--- config.mk ---
export PLATFORM = sky130hd
export DESIGN_NAME = residue_eac_adder
export DESIGN_NICKNAME = d
export VERILOG_FILES = /design/src/rtl/eac_adder_pkg.sv /design/src/rtl/eac_prefix_tree.sv /design/src/rtl/eac_ctrl.sv /design/src/rtl/eac_datapath.sv /design/src/rtl/residue_eac_adder.sv
export SDC_FILE = /design/constraint.sdc
export NUM_CORES = 1
export LEC_CHECK = 0
export CORE_ASPECT_RATIO = 0.8
export CORE_MARGIN = 1
export CORE_UTILIZATION = 50
export CTS_BUF_LIST = sky130_fd_sc_hd__clkbuf_4
export DETAILED_ROUTE_END_ITERATION = 8
export DONT_BUFFER_PORTS = 1
export HOLD_SLACK_MARGIN = 0.02
export PLACE_DENSITY_LB_ADDON = 0.08
export SKIP_LAST_GASP = 1
export SYNTH_ARGS = -nofsm -noshare
export SYNTH_HDL_FRONTEND = slang
export SYNTH_SLANG_ARGS = --single-unit
--- constraint.sdc ---
create_clock -name clk -period 3 [get_ports clk]
set_input_delay 0.3 -clock clk [delete_from_list [all_inputs] [get_ports clk]]
set_output_delay 0.3 -clock clk [all_outputs]
set_load 0.1 [all_outputs]
--- src/rtl/eac_adder_pkg.sv ---
package eac_adder_pkg;

  // Strobes from the control unit to the datapath
  typedef struct packed {
    logic load;   // capture a new sum this edge
  } eacStrobes_t;

  // Number of Sklansky levels for a given width
  function automatic int prefixLevels(input int width);
    return (width > 1) ? $clog2(width) : 1;
  endfunction

endpackage

--- src/rtl/eac_prefix_tree.sv ---
// Sklansky prefix tree: grpG[i]/grpP[i] are group terms over bits i..0
module eac_prefix_tree #(
  parameter int W = 8
) (
  input  logic [W-1:0] genIn,
  input  logic [W-1:0] propIn,
  output logic [W-1:0] grpG,
  output logic [W-1:0] grpP
);
  localparam int LV = eac_adder_pkg::prefixLevels(W);

  logic [W-1:0] gLvl [LV+1];
  logic [W-1:0] pLvl [LV+1];

  always_comb begin
    gLvl[0] = genIn;
    pLvl[0] = propIn;
    for (int lv = 0; lv < LV; lv++) begin
      for (int i = 0; i < W; i++) begin
        if (((i >> lv) & 1) == 1) begin
          // combine with the last bit of the lower block at this level
          int j;
          j = ((i >> lv) << lv) - 1;
          gLvl[lv+1][i] = gLvl[lv][i] | (pLvl[lv][i] & gLvl[lv][j]);
          pLvl[lv+1][i] = pLvl[lv][i] & pLvl[lv][j];
        end else begin
          gLvl[lv+1][i] = gLvl[lv][i];
          pLvl[lv+1][i] = pLvl[lv][i];
        end
      end
    end
  end

  assign grpG = gLvl[LV];
  assign grpP = pLvl[LV];
endmodule

--- src/rtl/eac_ctrl.sv ---
// Control: turns the input valid into a load strobe and the output flag
module eac_ctrl (
  input  logic                       clk,
  input  logic                       rstN,
  input  logic                       inValid,
  output eac_adder_pkg::eacStrobes_t strobes,
  output logic                       outValid
);
  always_comb begin
    strobes.load = inValid & rstN;
  end

  always_ff @(posedge clk) begin
    if (!rstN) outValid <= 1'b0;
    else       outValid <= inValid;
  end
endmodule

--- src/rtl/eac_datapath.sv ---
// Datapath: generate/propagate, prefix carries, end-around carry, zero fold
module eac_datapath #(
  parameter int W = 8
) (
  input  logic                       clk,
  input  logic                       rstN,
  input  eac_adder_pkg::eacStrobes_t strobes,
  input  logic [W-1:0]               opA,
  input  logic [W-1:0]               opB,
  output logic [W-1:0]               sumOut
);
  logic [W-1:0] genBits, propBits;
  logic [W-1:0] grpG, grpP;
  logic [W-1:0] carryIn;
  logic [W-1:0] rawSum, foldSum;
  logic         endCarry;

  assign genBits  = opA & opB;
  assign propBits = opA ^ opB;

  eac_prefix_tree #(.W(W)) tree (
    .genIn (genBits),
    .propIn(propBits),
    .grpG  (grpG),
    .grpP  (grpP)
  );

  // carry out of the whole word is returned to bit 0
  assign endCarry = grpG[W-1];

  always_comb begin
    carryIn[0] = endCarry;
    for (int i = 1; i < W; i++) begin
      carryIn[i] = grpG[i-1] | (grpP[i-1] & endCarry);
    end
  end

  assign rawSum  = propBits ^ carryIn;
  assign foldSum = (&rawSum) ? '0 : rawSum;

  always_ff @(posedge clk) begin
    if (!rstN)             sumOut <= '0;
    else if (strobes.load) sumOut <= foldSum;
  end
endmodule

--- src/rtl/residue_eac_adder.sv ---
// Thin top: control plus datapath
module residue_eac_adder #(
  parameter int W = 8
) (
  input  logic         clk,
  input  logic         rstN,
  input  logic         inValid,
  input  logic [W-1:0] opA,
  input  logic [W-1:0] opB,
  output logic         outValid,
  output logic [W-1:0] sumOut
);
  eac_adder_pkg::eacStrobes_t strobes;

  eac_ctrl ctrl (
    .clk     (clk),
    .rstN    (rstN),
    .inValid (inValid),
    .strobes (strobes),
    .outValid(outValid)
  );

  eac_datapath #(.W(W)) datapath (
    .clk    (clk),
    .rstN   (rstN),
    .strobes(strobes),
    .opA    (opA),
    .opB    (opB),
    .sumOut (sumOut)
  );
endmodule

==> metrics.md, run 1 <==
| Metric | Value |
|---|---|
| Critical path launch point type | primary input |
| Share of the synthesized area in the top cell type | about a fifth |
| 1st-pass router iterations | 4 |
| Worst setup EP type | flop |
| Fin. Hold Viols | 0 |
| I/O Pins | 28 |
| Synth Flop Type | dfxtp_1 |
| Post-synth top area cell | dfxtp_1 |
| Slew @ Worst Pin | ~970 ps |
| Commonest cells after routing, fill and taps aside | 16 x nand2_1, 9 x dfxtp_1, 8 x nor2_1, 8 x ha_1 |
| Via/cell ratio | 6.25 |
| Clk buf depth | 2 |
| Final GP Congestion | 0.819 |
| RSZ-0062 raised after global routing | false |
| Worst slew margin | 35.2% |
| Crit path max-delay family | compound AO/OA/AOI/OAI gates |
| Final ANT Viol Nets | 0 |
| Cells after DPL | between 100 and 150 |
| Setup_tns | 0 ps |
| Worst-Skew Late Latency | 260 ps |
| Row count | 12 |
| Slowest stage delay, CP | 490 ps |
| Final Skew | 0 ps |
| Crit path buf inv count | 0 |
| Post-synth EDFFs | 0 |
| Total track usage | 21.8% |
| Syn Inst Count | 107 |
| Fin cells | 132 |
| Routed vias | roughly 830 |
| Vias in the first global route | 682 |
| Initial cell density of the core | 57.4% |
| Worst reg2reg path depth | 2 |
| Top post-synthesis cells by area | dfxtp_1 21%, ha_1 12%, nand2_1 7.0%, nand3_1 3.5%, nor2_1 3.5% |
| CTS tree | built |
| Wire per inst | approximately 14 µm |
| Tcrit/Tclk final | 86.6% |
| Gr ovfl total | 0 |
| Die footprint | 0.00188 mm² |
| CP Launch Point | opA[3] |
| Area growth syn-to-layout | 6.60% |
| Largest net degree at the start of global routing | 10 |
| Seq/Total Area, Yosys | 21.1% |
| Setup Buffers After CTS | 0 |
| Final setup viols | 0 |
| Power density over the cells | 534 mW/mm² |
| Core box area | 0.00149 mm² |
| Reg clk slew, reported paths | 60 ps |
| R2R Path End | datapath.sumOut[0] |
| Antenna violations before repair | 0 |
| Post-cts resize count | 0 |
| Nets | 140 |
| Clock root buffer | clkbuf_4 |
| Origin of the critical flop-to-flop path | datapath.sumOut[0] |
| Worst Setup EP | datapath.sumOut[0] |
| DRT iter0 DRCs | 22 |
| CTS sink cnt | 9 |
| Die W | 48.2 µm |
| Crit path DAT | 2740 ps |
| Cell Chain, Critical Path | ha_1 > a21oi_1 > o21ai_2 > a311oi_2 > fa_1 > nor2_1 > nand3_2 > nor4_4 > o22ai_1 |
| # H-tree levels | 1 |
| Pleak | 0.377 nW |
| TritonCTS Buffers | 3 |
| Synth unique cells | 40 |
| Slowest CP cell | fa_1 |
| Max FO, Critical Path | 8 |
| Peak Freq | around 390 MHz |
| Min-Delay Path Class | in -> reg |
| Post-Place Worst Slack | between 100 and 150 ps |
| First-pass GRT wire length | 2840 µm |
| Kind of critical path | in -> reg |
| Antenna Diode Count | 0 |
| Post-Syn Area per Cell | about 8.0 µm² |
| Commonest non-fill, non-tap cell in the layout | nand2_1 |
| Syn Nets | 135 |
| Setup slack after layout | about 400 ps |
| Die Ht | approximately 39 µm |
| Post-route DRC | 0 |
| Share of cells above drive strength 1 | 12.6% |
| Port buffer count | 0 |
| Max-slew violation count | 0 |
| Req. time, crit path | 3140 ps |
| HPWL after DPL | 1520 µm |
| Routed WL | around 1800 µm |
| VDD IR-drop max | approximately 0.22 mV |
| Overall Power | between 0.4 and 0.5 mW |
| YS warnings | 0 |
| Internal reg-to-reg setup slack | roughly 1700 ps |
| Final worst path period need | 2600 ps |
| Critical path depth | 9 |
| Mapped Area | 853 µm² |
| CTS Hold Bufs | 0 |
| Outcome | complete, no violations |
| Synth Register Bits | 9 |
| Max Cap Viol | 0 |
| Ys async rst share | 0% |
[cell families after synthesis]
family                   count (synthesis)  share of synthesized area [%]
AND/OR/NAND/NOR                         49                           31.5
buffers and inverters                    8                           4.40
adder cells (fa/ha/maj)                  9                           14.1
XOR/XNOR                                 3                           3.08
multiplexers                             1                           1.32
flip-flops                               9                           21.1
AO/OA/AOI/OAI                           28                           24.5
[synth_stat cells (2+ instances only)]
library cell and number:
nand4_1 2, nor3_1 4, o21ai_1 4, inv_1 6, a21o_1 2, a31oi_1 3, ha_1 8, a21oi_1 5
dfxtp_1 9, nand2_1 16, o22ai_1 2, and3_1 2, nand3_1 6, o31ai_1 2, nor2_1 8, nand3b_1 2
xnor2_1 2, or3_1 2
[report_power, final]
part	internal [mW]	switching (mW)	leakage (nW)	total, mW
logic	0.0623	0.100	0.284	0.163
registers	0.132	0.0882	0.0744	0.220
clock network	0.0603	0.0423	0.0184	0.103
[sequential cells by signal, indices dropped and copies added, names as in the netlist]
signal / cells
ctrl.outValid: 1
datapath.sumOut: 8
[layout make-up]
class | instances | area, µm²
tap | 21 | 26.3
clock buffer | 4 | 30.0
multi-input combinational | 90 | 636
inverter | 6 | 22.5
timing repair buffer | 2 | 15.0
fill | 137 | 577
sequential | 9 | 180
[stage by stage]
step,area [µm²],util [%],hold WS [ps]
5_1_grt,910,61.2,122
6_report,910,61.2,117
2_1_floorplan,853,-,449
3_5_place_dp,880,59.2,394
4_1_cts,910,61.2,116
3_3_place_gp,880,59.2,396
[worst min path at each step]
stage	start	endpoint	slack (ps)	cells after the start
2_1_floorplan	rstN	datapath.sumOut[2]	450	2
3_3_place_gp	inValid	datapath.sumOut[2]	400	1
3_5_place_dp	inValid	datapath.sumOut[2]	390	1
4_1_cts	inValid	datapath.sumOut[2]	120	1
5_1_grt	inValid	datapath.sumOut[2]	120	1
6_report	inValid	datapath.sumOut[2]	120	1
[routing by layer]
| metal | vias to the layer above | wire, µm | track usage (%) |
|---|---|---|---|
| met2 | 32 | 753 | 32.0 |
| met3 | 3 | 153 | 3.74 |
| met1 | 380 | 882 | 30.2 |
| li1 | 410 | - | - |
| met5 | - | 0 | 0 |
| met4 | 0 | 24 | 10.4 |
No activity file was read; power rests on OpenSTA's default activity.
==> run 2: changes to the inputs <==
--- a/config.mk
+++ b/config.mk
@@ -5,7 +5,6 @@
 export SDC_FILE = /design/constraint.sdc
 export NUM_CORES = 1
 export LEC_CHECK = 0
-export CORE_ASPECT_RATIO = 0.8
 export CORE_MARGIN = 1
 export CORE_UTILIZATION = 50
 export CTS_BUF_LIST = sky130_fd_sc_hd__clkbuf_4
@@ -16,4 +15,5 @@
 export SKIP_LAST_GASP = 1
 export SYNTH_ARGS = -nofsm -noshare
 export SYNTH_HDL_FRONTEND = slang
+export SYNTH_HIERARCHICAL = 1
 export SYNTH_SLANG_ARGS = --single-unit
==> run 2 against run 1 <==
Effect of this change: worst setup slack better by 65 ps; fmax is 2.6% higher; sequential power is 7% lower; die area is 9.4% lower; critical path depth is 1 higher; sequential cell count stayed put; highest routed layer unchanged; largest power group unchanged; final cell count is 25% lower; clock power hardly changed; global-route usage is 3.5 points lower.
==> metrics.md, run 2 <==
| Metric | Value |
|---|---|
| Outcome | complete, no violations |
| Setup_tns | 0 ps (unchanged) |
| Tcrit/Tclk final | 84.4% (-2.2 points) |
| Clk buf depth | 2 (unchanged) |
| Max Cap Viol | 0 (unchanged) |
| CTS sink cnt | 9 (unchanged) |
| Via/cell ratio | 5.90 (-5.6%) |
| Wire per inst | 13.6 µm (-0.92%) |
| Crit path DAT | 2680 ps (-60 ps) |
| Multi-input gate area | 528 µm² (-17%) |
| Final GP Congestion | 0.704 (-14%) |
| Overall Power | 0.427 mW (-12%) |
| Total track usage | 18.4% (-3.5 points) |
| Post-route DRC | 0 (unchanged) |
| Clock power share | 23.4% (+2.3 points) |
| Final worst path period need | 2530 ps (-65.0 ps) |
| Largest Register | datapath/sumOut |
| Area growth syn-to-layout | 2.28% |
| Gr ovfl total | 0 (unchanged) |
| I/O Pins | 28 (unchanged) |
| Reg clk slew, reported paths | 60 ps (about the same) |
| Finished Cell Area | 787 µm² (-13%) |
| Top layer used by detailed routing | met4 |
| Net Sw Frac | 42.0% (-5.6 points) |
| Critical path launch point type | primary input |
| Setup Buffers After CTS | 0 (unchanged) |
| Cell-internal power | 0.248 mW (-2.7%) |
| Seq pwr share | 47.8% (+2.4 points) |
| Area post-placement | 757 µm² (-14%) |
| Routed vias | 584 (-29%) |
| Kind of critical path | in -> reg |
| Nets | 112 (-20%) |
| Max FO, Critical Path | 8 (unchanged) |
| Die Ht | 41.2 µm (+5.9%) |
| Final Skew | 0 ps (unchanged) |
| Post-layout util | 57.6% (-3.6 points) |
| Min-Delay Path Class | in -> reg |
| Largest registers | datapath/sumOut x8, ctrl/outValid x1 |
| Worst-Skew Late Latency | 250 ps (about the same) |
| Row count | 13 (+1) |
| Post-Syn Area per Cell | 9.05 µm² (+14%) |
| Crit path buf inv count | 1 (+1) |
| Max reg flops | 8 (unchanged) |
| HPWL after DPL | 1090 µm (-28%) |
| Req. time, crit path | 3150 ps (about the same) |
| Die W | 41.2 µm (-14%) |
| Initial cell density of the core | 56.3% (-1.1 points) |
| Fin. Hold Viols | 0 (unchanged) |
| Worst setup EP type | flop |
| Clock root buffer | clkbuf_4 |
| VDD IR-drop max | 0.246 mV (+11%) |
| Die footprint | 0.00170 mm² (-9.4%) |
| Peak Freq | 395 MHz (+2.6%) |
| TritonCTS Buffers | 3 (unchanged) |
| CTS Hold Bufs | 0 (unchanged) |
| Slew @ Worst Pin | 977 ps (+6.88 ps) |
| Sequential Area | 180 µm² (unchanged) |
| Pleak | 0.344 nW (-8.8%) |
| Core box area | 0.00137 mm² (-8.1%) |
| Mapped Area | 769 µm² (-9.8%) |
| First-pass GRT wire length | 2010 µm (-29%) |
| Cell Chain, Critical Path | ha_1 > a21o_1 > a21oi_1 > o221ai_1 > buf_4 > a21oi_2 > xnor2_2 > nand2_1 > or4_1 > a32o_1 |
| Commonest non-fill, non-tap cell in the layout | dfxtp_1 |
| Metal2 WL | 649 µm (-14%) |
| Commonest cells after routing, fill and taps aside | 9 x dfxtp_1, 8 x a32o_1, 8 x ha_1 |
| Vias in the first global route | 532 (-22%) |
| Final setup viols | 0 (unchanged) |
| Worst slew margin | 34.8% (-0.46 points) |
| CTS tree | built |
| DR WL met3 | 80 µm (-48%) |
| Syn Inst Count | 85 (-21%) |
| YS warnings | 6 (+6) |
| Final ANT Viol Nets | 0 (unchanged) |
| Slowest stage delay, CP | 620 ps (+130 ps) |
| # H-tree levels | 1 (unchanged) |
| DRT iter0 DRCs | 13 (-41%) |
| Power density over the cells | 543 mW/mm² (+1.6%) |
| Routed WL | 1350 µm (-26%) |
| Max-slew violation count | 0 (unchanged) |
| Final-layout fill cell count | 129 (-5.8%) |
| Antenna Diode Count | 0 (unchanged) |
| Share of cells above drive strength 1 | 20.2% (+7.6 points) |
| RSZ-0062 raised after global routing | false |
| Gate power share | 28.8% (-4.7 points) |
| Crit path max-delay family | compound AO/OA/AOI/OAI gates |
| Antenna violations before repair | 0 (unchanged) |
| Port buffer count | 0 (unchanged) |
| Switching power total | 0.179 mW (-22%) |
| DRT met1 WL | 605 µm (-31%) |
| Slowest CP cell | or4_1 |
| Post-cts resize count | 0 (unchanged) |
| Syn Nets | 112 (-17%) |
| 1st-pass router iterations | 4 (unchanged) |
| Largest net degree at the start of global routing | 12 (+2) |
## run 2: cell types whose count changed in the layout (fill, tap and decap cells not counted), sizes merged, moves of 5 or more
cell / change
a32o: +8
nand2: -13
nand3: -6
nor2: -7
nor2b: +7
xnor2: +5
## run 2: path summary, 6_finish.rpt
path / from / endpoint / slack [ps] / cells after the start
setup / recovery: opA[5] / datapath/sumOut[3] / 470 / 10
hold / removal: rstN / ctrl/outValid / 160 / 1
setup reg to reg: datapath/sumOut[1] / datapath/sumOut[1] / 1630 / 2
hold reg to reg: datapath/sumOut[2] / datapath/sumOut[2] / 1090 / 1
## run 2: power groups by stage
stage	clock, mW	combinational, mW	sequential, mW
CTS	0.103	0.124	0.204
floorplan	0	0.111	0.206
detailed placement	0	0.123	0.207
global route	0.112	0.137	0.206
global placement	0	0.122	0.207
finish	0.0998	0.123	0.204
## run 2: layout make-up
class,count,area share [%]
Sequential cell,9,22.9
Inverter,6,2.86
Tap cell,15,2.38
Multi-Input combinational cell,64,67.1
Timing Repair Buffer,1,0.954
Clock buffer,4,3.82
## run 2: per-layer routing
metal  GRT usage (%)  up-vias
li1                -      309
met2            31.3       22
met3            3.26        2
met4            13.7        0
met5               0        -
met1            19.9      251
## run 2: stage by stage
stage | setup WS (ps) | hold slack [ps] | cells
6_report | 468 | 164 | 99
5_1_grt | 352 | 160 | 99
4_1_cts | 480 | 159 | 99
3_5_place_dp | 211 | 428 | 95
3_3_place_gp | 233 | 422 | 95
2_1_floorplan | 419 | 422 | 85
